==> config.mk <==
export PLATFORM = sky130hd
export DESIGN_NAME = axi_id_event_filter
export DESIGN_NICKNAME = d
export VERILOG_FILES = /design/src/rtl/axif_pkg.sv /design/src/rtl/axif_cfg_regs.sv /design/src/rtl/axif_lane.sv /design/src/rtl/axi_id_event_filter.sv
export SDC_FILE = /design/constraint.sdc
export NUM_CORES = 1
export LEC_CHECK = 0
export BUFFER_PORTS_ARGS = -buffer_cell sky130_fd_sc_hd__clkbuf_2
export CORE_MARGIN = 3
export CORE_UTILIZATION = 35
export DETAILED_ROUTE_END_ITERATION = 8
export MAX_ROUTING_LAYER = met4
export PLACE_DENSITY = 0.66
export SYNTH_ARGS = -nofsm -noshare
export SYNTH_HDL_FRONTEND = slang
export SYNTH_SLANG_ARGS = --single-unit
==> constraint.sdc <==
create_clock -name clk -period 2.3 [get_ports clk]
set_input_delay 0.115 -clock clk [delete_from_list [all_inputs] [get_ports clk]]
set_output_delay 0.115 -clock clk [all_outputs]
set_load 0.05 [all_outputs]
==> src/rtl/axif_pkg.sv <==
package axif_pkg;
  // Lane order; lane i is enabled by configuration bit (DATA_W-1-i)
  localparam int LANE_RD_TXN  = 0;
  localparam int LANE_WR_TXN  = 1;
  localparam int LANE_RD_BEAT = 2;
  localparam int NUM_LANES    = 3;

  // Register byte offsets
  localparam int OFS_CTRL  = 'h00;
  localparam int OFS_MATCH = 'h04;
endpackage

==> src/rtl/axif_cfg_regs.sv <==
module axif_cfg_regs
  import axif_pkg::*;
#(
  parameter int ID_W   = 18,
  parameter int ADDR_W = 8,
  parameter int DATA_W = 32,
  parameter int LANES  = NUM_LANES
) (
  input  logic              clk,
  input  logic              rst,
  input  logic              wr_en,
  input  logic [ADDR_W-1:0] wr_addr,
  input  logic [DATA_W-1:0] wr_data,
  input  logic [ADDR_W-1:0] rd_addr,
  output logic [DATA_W-1:0] rd_data,
  output logic [LANES-1:0]  lane_en,
  output logic [ID_W-1:0]   id_mask,
  output logic [ID_W-1:0]   id_value
);
  localparam logic [ADDR_W-1:0] A_CTRL  = ADDR_W'(OFS_CTRL);
  localparam logic [ADDR_W-1:0] A_MATCH = ADDR_W'(OFS_MATCH);

  logic              hit_ctrl_wr, hit_match_wr;
  logic [DATA_W-1:0] ctrl_view, match_view, rd_next;
  logic [LANES-1:0]  en_from_bus;
  logic              unused_wr_bits;

  assign hit_ctrl_wr  = wr_en && (wr_addr == A_CTRL);
  assign hit_match_wr = wr_en && (wr_addr == A_MATCH);

  // Enable bits are taken from the top of the word downward
  for (genvar g = 0; g < LANES; g++) begin : g_en_pick
    assign en_from_bus[g] = wr_data[DATA_W-1-g];
  end

  assign unused_wr_bits = ^wr_data[DATA_W-1-LANES:ID_W];

  always_ff @(posedge clk) begin
    if (rst) begin
      lane_en  <= '0;
      id_mask  <= '0;
      id_value <= '0;
    end else begin
      if (hit_ctrl_wr) begin
        lane_en <= en_from_bus;
        id_mask <= wr_data[ID_W-1:0];
      end
      if (hit_match_wr) begin
        id_value <= wr_data[ID_W-1:0];
      end
    end
  end

  always_comb begin
    ctrl_view = '0;
    for (int i = 0; i < LANES; i++) begin
      ctrl_view[DATA_W-1-i] = lane_en[i];
    end
    ctrl_view[ID_W-1:0] = id_mask;
    match_view = '0;
    match_view[ID_W-1:0] = id_value;
    if (rd_addr == A_CTRL) begin
      rd_next = ctrl_view;
    end else if (rd_addr == A_MATCH) begin
      rd_next = match_view;
    end else begin
      rd_next = '0;
    end
  end

  always_ff @(posedge clk) begin
    if (rst) rd_data <= '0;
    else     rd_data <= rd_next;
  end
endmodule

==> src/rtl/axif_lane.sv <==
module axif_lane #(
  parameter int ID_W = 18
) (
  input  logic            clk,
  input  logic            rst,
  input  logic            en,
  input  logic            vld,
  input  logic            rdy,
  input  logic [ID_W-1:0] id,
  input  logic [ID_W-1:0] mask,
  input  logic [ID_W-1:0] value,
  output logic            pulse
);
  logic hs, id_ok;

  assign hs    = vld && rdy;
  assign id_ok = ((id ^ value) & mask) == '0;

  always_ff @(posedge clk) begin
    if (rst) pulse <= 1'b0;
    else     pulse <= en && hs && id_ok;
  end
endmodule

==> src/rtl/axi_id_event_filter.sv <==
module axi_id_event_filter
  import axif_pkg::*;
#(
  parameter int ID_W   = 18,
  parameter int ADDR_W = 8,
  parameter int DATA_W = 32
) (
  input  logic              clk,
  input  logic              rst,
  input  logic              cfg_wr_en,
  input  logic [ADDR_W-1:0] cfg_wr_addr,
  input  logic [DATA_W-1:0] cfg_wr_data,
  input  logic [ADDR_W-1:0] cfg_rd_addr,
  output logic [DATA_W-1:0] cfg_rd_data,
  input  logic              ar_valid,
  input  logic              ar_ready,
  input  logic [ID_W-1:0]   ar_id,
  input  logic              aw_valid,
  input  logic              aw_ready,
  input  logic [ID_W-1:0]   aw_id,
  input  logic              r_valid,
  input  logic              r_ready,
  input  logic [ID_W-1:0]   r_id,
  output logic              ev_rd_txn,
  output logic              ev_wr_txn,
  output logic              ev_rd_beat
);
  logic [NUM_LANES-1:0] lane_en, hs_vld, hs_rdy, lane_pulse;
  logic [ID_W-1:0]      id_mask, id_value;
  logic [ID_W-1:0]      hs_id [NUM_LANES];

  axif_cfg_regs #(
    .ID_W(ID_W), .ADDR_W(ADDR_W), .DATA_W(DATA_W), .LANES(NUM_LANES)
  ) u_regs (
    .clk(clk), .rst(rst),
    .wr_en(cfg_wr_en), .wr_addr(cfg_wr_addr), .wr_data(cfg_wr_data),
    .rd_addr(cfg_rd_addr), .rd_data(cfg_rd_data),
    .lane_en(lane_en), .id_mask(id_mask), .id_value(id_value)
  );

  assign hs_vld[LANE_RD_TXN]  = ar_valid;
  assign hs_rdy[LANE_RD_TXN]  = ar_ready;
  assign hs_id[LANE_RD_TXN]   = ar_id;
  assign hs_vld[LANE_WR_TXN]  = aw_valid;
  assign hs_rdy[LANE_WR_TXN]  = aw_ready;
  assign hs_id[LANE_WR_TXN]   = aw_id;
  assign hs_vld[LANE_RD_BEAT] = r_valid;
  assign hs_rdy[LANE_RD_BEAT] = r_ready;
  assign hs_id[LANE_RD_BEAT]  = r_id;

  for (genvar g = 0; g < NUM_LANES; g++) begin : g_lane
    axif_lane #(.ID_W(ID_W)) u_lane (
      .clk(clk), .rst(rst),
      .en(lane_en[g]), .vld(hs_vld[g]), .rdy(hs_rdy[g]), .id(hs_id[g]),
      .mask(id_mask), .value(id_value),
      .pulse(lane_pulse[g])
    );
  end

  assign ev_rd_txn  = lane_pulse[LANE_RD_TXN];
  assign ev_wr_txn  = lane_pulse[LANE_WR_TXN];
  assign ev_rd_beat = lane_pulse[LANE_RD_BEAT];
endmodule

==> run_results.csv, run 1 <==
group,metric,value,unit
sta,hold_violations,0,
power,p_comb_share,9.4,%
flow_run,cap_violations,0,
sta,fin_skew,0.00831,ns
logic_synthesis,syn-mean-instance-area,10.1,um2
cells_and_area,nets,523,
cells_and_area,stdcell_count,522,
clocking,cts_tree,"built",
sta,min_period,1.40,ns
logic_synthesis,yosys-top-cells-area,"dfxtp_1, xor2_1, mux2i_1",
logic_synthesis,yosysTopAreaCellShare,41.2,%
grt,grt_max_degree,43,
critical_path,path_buf_inv,2,
clocking,cts_inserted_buffers,9,
logic_synthesis,yosysWarnings,0,
logic_synthesis,synth_seq_cells,63,
logic_synthesis,netlist_area,0.00306,mm2
detailed_routing,drt-initial-drc-count,63,
power,pwr-share-seq,52.0,%
sta,fin_crit_sh,61.0,%
clocking,clock_sinks,63,
floorplanning,core_area,0.00834,mm2
critical_path,crit_type,"input pin to register",
sta,grt_setup_unrepaired,"false",
place,dp_hpwl,6000,um
grt,grt_overflow_total,0,
clocking,clock_path_buffers,2,
critical_path,arrival,1.61,ns
place,dp.cells,506,
hold_path,hp-start,"cfg_wr_data[29]",
critical_path,critPathMaxStageDelay,0.58,ns
cells_and_area,post-route-util,46.1,%
floorplanning,initial_core_util,36.7,%
cells_and_area,fin_area,0.00385,mm2
floorplanning,dieArea,0.00990,mm2
detailed_routing,routed_wirelength,7940,um
power,clkPwrFrac,38.6,%
detailed_routing,routedWlPerCell,15.2,um
detailed_routing,postRouteAntennaNets,0,
place,gp_congestion,0.809,
critical_path,worstSetupStartpoint,"cfg_wr_addr[4]",
clocking,clk_pin_slew,0.06,ns
cells_and_area,drive_gt1_share,35.3,%
sta,fmax,0.713,GHz
floorplanning,ios,146,
critical_path,cp_slowest_cell,"or4b_1",
grt,grt.total_usage,16.9,%
hold_path,min_path_type,"input pin to register",
critical_path,r2r-start,"u_regs.id_value[17]",
sta,final-setup-viol-count,0,
hold_path,min_to,"u_regs.lane_en[2]",
cells_and_area,syn2layout_area_growth,25.8,%
clocking,clock_latency,0.33,ns
power,p_int,1.59,mW
floorplanning,std_cell_rows,33,
critical_path,reg2reg_setup_slack,0.92,ns
detailed_routing,routed_via_density,4.75,
sta,setup_ws,0.898,ns
sta,finalSetupTns,0,ns
critical_path,crit_family,"simple AND/OR/NAND/NOR gates",
floorplanning,fp.dieH,99.5,um
critical_path,worstPathMaxFanout,18,
power,p_sw_share,24.5,%
logic_synthesis,yosysUniqueCellTypes,24,
critical_path,reg2regPathDepth,4,
hold_path,hold_path_depth,3,
clocking,root_buffer,"clkbuf_8",
power,vdd_drop_max,0.221,mV
place,io_buffer_count,123,
logic_synthesis,seq_area_frac_synth,41.2,%
clocking,cts_max_level,3,
cells_and_area,final_common_cell,"clkbuf_2",
grt,grt_pass1_vias,2585,
grt,antenna_found_initial,1,
clocking,cts_resized,0,
place,place_ws,0.535,ns
critical_path,crit_path_start_kind,"input pin",
detailed_routing,dr.pass1.iters,4,
critical_path,r2r-end,"g_lane[2].u_lane.pulse",
sta,drv_slew,0,
cells_and_area,layout_common_cells,"clkbuf_2, dfxtp_1, xor2_1",
floorplanning,die_x,99.5,um
critical_path,worst_setup_path_end_kind,"register",
logic_synthesis,synth_top_cell_by_area,"dfxtp_1",
cells_and_area,nFillCells,838,
logic_synthesis,synthCells,303,
detailed_routing,drc,0,
critical_path,worstPathCellList,"clkbuf_2 -> or4b_1 -> or3_1 -> buf_4 -> mux2i_1 -> nor2_1",
detailed_routing,num_vias,2482,
place,place_area,0.00368,mm2
run_status,status,"finished clean",
power,power_density,546,mW/mm2
clocking,ctsHoldBuffers,0,
power,power.switching,0.516,mW
clocking,postCtsSetupBuffers,0,
power,p_leak,1.96,nW
grt,grt_pass1_wl,12500,um
critical_path,cp.required,2.50,ns
through the flow:
stage	hold slack, ns	power [mW]
after detailed placement	0.363	1.32
after global placement	0.353	1.31
after global routing	0.0129	2.20
after CTS	0.00376	2.14
after floorplan	0.259	1.22
final	0.0261	2.10
cells by family after synthesis:
group	synth area share, %
compound gates	12.3
xor+xnor	15.5
buf+inv	7.28
flops	41.2
mux	12.8
other cells	0.123
simple gates	10.9
registers in the layout (all words and copies together) (netlist names):
name,flops
u_regs.id_value,18
u_regs.id_mask,18
u_regs.rd_data,21
u_regs.lane_en,3
g_lane.u_lane.pulse,3
cell type report:
class	instances	area, um2	area share, %
Antenna cell	1	2.50	0.0650
Clock buffer	11	141	3.67
Clock inverter	4	22.5	0.585
Inverter	2	7.51	0.195
Multi-Input combinational cell	208	1630	42.3
Sequential cell	63	1260	32.8
Tap cell	105	131	3.41
Timing Repair Buffer	128	653	17.0
metal layers:
metal	part of all wire, %	global-route usage, %
met3	5.7	4.49
met2	50	28.8
met4	1.7	5.25
met5	0	-
met1	42	19.3
synthesized netlist by cell type:
| cell type | count |
|---|---|
| a21oi_1 | 3 |
| inv_1 | 2 |
| buf_6 | 2 |
| buf_4 | 12 |
| a222oi_1 | 3 |
| nor4_2 | 1 |
| and2_1 | 3 |
| mux2i_1 | 39 |
| nand4b_1 | 3 |
| a22oi_1 | 9 |
| nor4_4 | 1 |
| clkbuf_1 | 22 |
| a221oi_1 | 6 |
| nor2_1 | 39 |
| xor2_1 | 54 |
| or3_1 | 2 |
| or4_4 | 2 |
| a22o_1 | 24 |
| conb_1 | 1 |
| buf_2 | 4 |
| or4b_1 | 1 |
| dfxtp_1 | 63 |
| nor3_2 | 1 |
| and4_1 | 6 |
power groups by stage:
stage / combinational (mW) / clock [mW] / sequential, mW
2_1_floorplan: 0.102 / 0 / 1.12
3_3_place_gp: 0.195 / 0 / 1.12
3_5_place_dp: 0.198 / 0 / 1.12
4_1_cts: 0.199 / 0.853 / 1.09
5_1_grt: 0.217 / 0.892 / 1.09
6_report: 0.197 / 0.811 / 1.09
worst register-to-register path, cell delays in order, from the launching register on:
cell,delay [ns]
dfxtp_1,0.36
xor2_1,0.18
a22o_1,0.23
a221oi_1,0.32
and4_1,0.24
worst max-delay path by stage:
stage                              to  slack, ns  cells past startpoint
4_1_cts        g_lane[1].u_lane.pulse       0.86                      4
6_report           u_regs.id_value[3]       0.90                      6
5_1_grt            u_regs.id_mask[15]       0.81                      6
2_1_floorplan     u_regs.id_value[10]       0.70                      6
3_5_place_dp        u_regs.id_mask[5]       0.54                      6
3_3_place_gp       u_regs.id_value[5]       0.58                      6
Note: power is estimated with default switching activity, not from simulation.
==> inputs of run 2 (changes only) <==
--- a/config.mk
+++ b/config.mk
@@ -10,7 +10,7 @@
 export CORE_UTILIZATION = 35
 export DETAILED_ROUTE_END_ITERATION = 8
 export MAX_ROUTING_LAYER = met4
-export PLACE_DENSITY = 0.66
+export PLACE_DENSITY = 0.69
 export SYNTH_ARGS = -nofsm -noshare
 export SYNTH_HDL_FRONTEND = slang
 export SYNTH_SLANG_ARGS = --single-unit
==> constraint.sdc (replaced) <==
create_clock -name clk -period 1.2 [get_ports clk]
set_input_delay 0.06 -clock clk [delete_from_list [all_inputs] [get_ports clk]]
set_output_delay 0.06 -clock clk [all_outputs]
set_load 0.05 [all_outputs]
==> run 2 against run 1 <==
Effect of this change:
- the flow now finishes with violations (setup timing)
- worst hold slack gained 0.024 ns
- sequential power grew 92%
- power grew 110%
- global-route usage grew 0.98 points
- register-to-register slack lost 1.0 ns
==> run_results.csv, run 2 (synthesis results as in run 1) <==
group,metric,value,unit
critical_path,arrival,1.55,ns
cells_and_area,regMostFlops,"u_regs.rd_data",
critical_path,worstPathCellList,"clkbuf_2 -> or4b_4 -> buf_6 -> nor3_4 -> buf_6 -> buf_12 -> mux2i_2 -> nor2_1",
clocking,root_buffer,"clkbuf_8",
cells_and_area,layout_common_cells,"clkbuf_2, dfxtp_1, xor2_1",
power,p_comb_share,10.5,%
power,p_sw_share,23.1,%
detailed_routing,num_vias,2736,
detailed_routing,drt-initial-drc-count,65,
critical_path,critPathMaxStageDelay,0.54,ns
clocking,cts_inserted_buffers,9,
power,pwr-share-seq,47.7,%
cells_and_area,antenna_cells,0,
critical_path,path_buf_inv,4,
clocking,clk_pin_slew,0.07,ns
detailed_routing,dr.pass1.iters,4,
flow_run,cap_violations,0,
clocking,clock_path_buffers,2,
floorplanning,fp.dieH,99.5,um
sta,fin_crit_sh,112,%
clocking,clock_latency,0.33,ns
detailed_routing,postRouteAntennaNets,0,
critical_path,crit_path_start_kind,"input pin",
sta,fin_skew,0.0109,ns
critical_path,worst_setup_path_end_kind,"register",
grt,grt_pass1_vias,2771,
cells_and_area,final_common_cell,"clkbuf_2",
sta,fmax,0.743,GHz
grt,antenna_found_initial,0,
detailed_routing,routed_wirelength,8560,um
cells_and_area,top_regs,"u_regs.rd_data x21, u_regs.id_mask x18, u_regs.id_value x18",
floorplanning,initial_core_util,36.7,%
clocking,cts_max_level,3,
critical_path,crit_type,"input pin to register",
cells_and_area,stdcell_count,566,
place,dp.cells,526,
power,vdd_drop_max,0.396,mV
critical_path,cp.required,1.40,ns
detailed_routing,routed_via_density,4.83,
detailed_routing,drc,0,
critical_path,crit_top_cell,"buf_6",
grt,grt_pass1_wl,13500,um
cells_and_area,nets,568,
clocking,clock_sinks,63,
sta,hold_ws,0.0502,ns
floorplanning,core_area,0.00834,mm2
sta,min_period,1.35,ns
grt,grt_overflow_total,0,
grt,grt.total_usage,17.9,%
power,power.switching,1.01,mW
power,p_leak,2.23,nW
place,io_buffer_count,123,
cells_and_area,syn2layout_area_growth,45.8,%
detailed_routing,routedWlPerCell,15.1,um
cells_and_area,drive_gt1_share,41.6,%
hold_path,min_path_type,"input pin to register",
clocking,cts_tree,"built",
power,power.total,4.38,mW
floorplanning,std_cell_rows,33,
sta,final-setup-viol-count,42,
sta,finalSetupTns,-3.73,ns
floorplanning,die_x,99.5,um
cells_and_area,largest_reg_flops,21,
critical_path,cp_slowest_cell,"or4b_4",
place,dp_hpwl,6280,um
power,power_density,982,mW/mm2
floorplanning,ios,146,
run_status,status,"finished, violations left",
power,p_int,3.37,mW
floorplanning,dieArea,0.00990,mm2
run_status,failed_checks,"setup timing",
power,clkPwrFrac,41.8,%
cells_and_area,post-route-util,53.5,%
sta,hold_violations,0,
place,gp_congestion,0.852,
sta,grt_setup_unrepaired,"true",
grt,grt_max_degree,39,
critical_path,crit_family,"simple AND/OR/NAND/NOR gates",
critical_path,worstPathMaxFanout,6,
sta,drv_slew,0,
sta,setup_ws,-0.146,ns
run 2: worst paths after layout:
| path | from | to | slack, ns | cells after the start |
|---|---|---|---|---|
| setup reg to reg | u_regs.id_value[17] | g_lane[0].u_lane.pulse | -0.12 | 5 |
| hold reg to reg | u_regs.lane_en[1] | u_regs.rd_data[30] | 0.50 | 1 |
| setup / recovery | cfg_wr_addr[4] | u_regs.id_mask[10] | -0.15 | 8 |
| hold / removal | rst | u_regs.id_value[5] | 0.05 | 3 |
run 2: power groups by stage:
stage | clock network, mW | logic [mW] | registers (mW)
final | 1.83 | 0.460 | 2.09
after global routing | 1.99 | 0.501 | 2.09
after CTS | 1.89 | 0.454 | 2.09
after detailed placement | 0 | 0.392 | 2.14
after global placement | 0 | 0.387 | 2.14
after floorplan | 0 | 0.198 | 2.14
run 2: repair_timing:
item | CTS | global route
hold endpoints to repair | 35 | 0
gates cloned | 0 | 3
pin swaps | 12 | 5
gates resized for setup | 16 | 12
buffers inserted | 0 | 1
endpoints found under the setup margin | 42 | 42
hold buffers | 21 | 0
run 2: layer usage:
layer	vias to the layer above	part of all wire (%)	track usage (%)
met3	9	5.7	3.16
met1	1281	41	20.7
met2	104	52	30.8
li1	1342	-	-
met5	-	0	-
met4	0	0.89	6.62
run 2: per-stage QoR:
stage                     instance area [um2]  setup slack (ns)
final                                    4460            -0.146
after global routing                     4460            -0.192
after CTS                                4350            -0.113
after detailed placement                 3880            -0.483
after global placement                   3880            -0.406
after floorplan                          3150            -0.347
run 2: tightest hold or removal path: cells and delay by family:
kind                   cells  cell delay [ns]
and+or+nand+nor            1             0.04
buffers and inverters      2             0.24
run 2: cell type report:
cell class / count / area [um2]
fillers: 802 / 3880
multi-input cells: 208 / 1690
flip-flops and latches: 63 / 1280
repair buffers: 173 / 1150
clock buffers: 12 / 155
well taps: 105 / 131
clock inverters: 3 / 42.5
inverters: 2 / 7.51
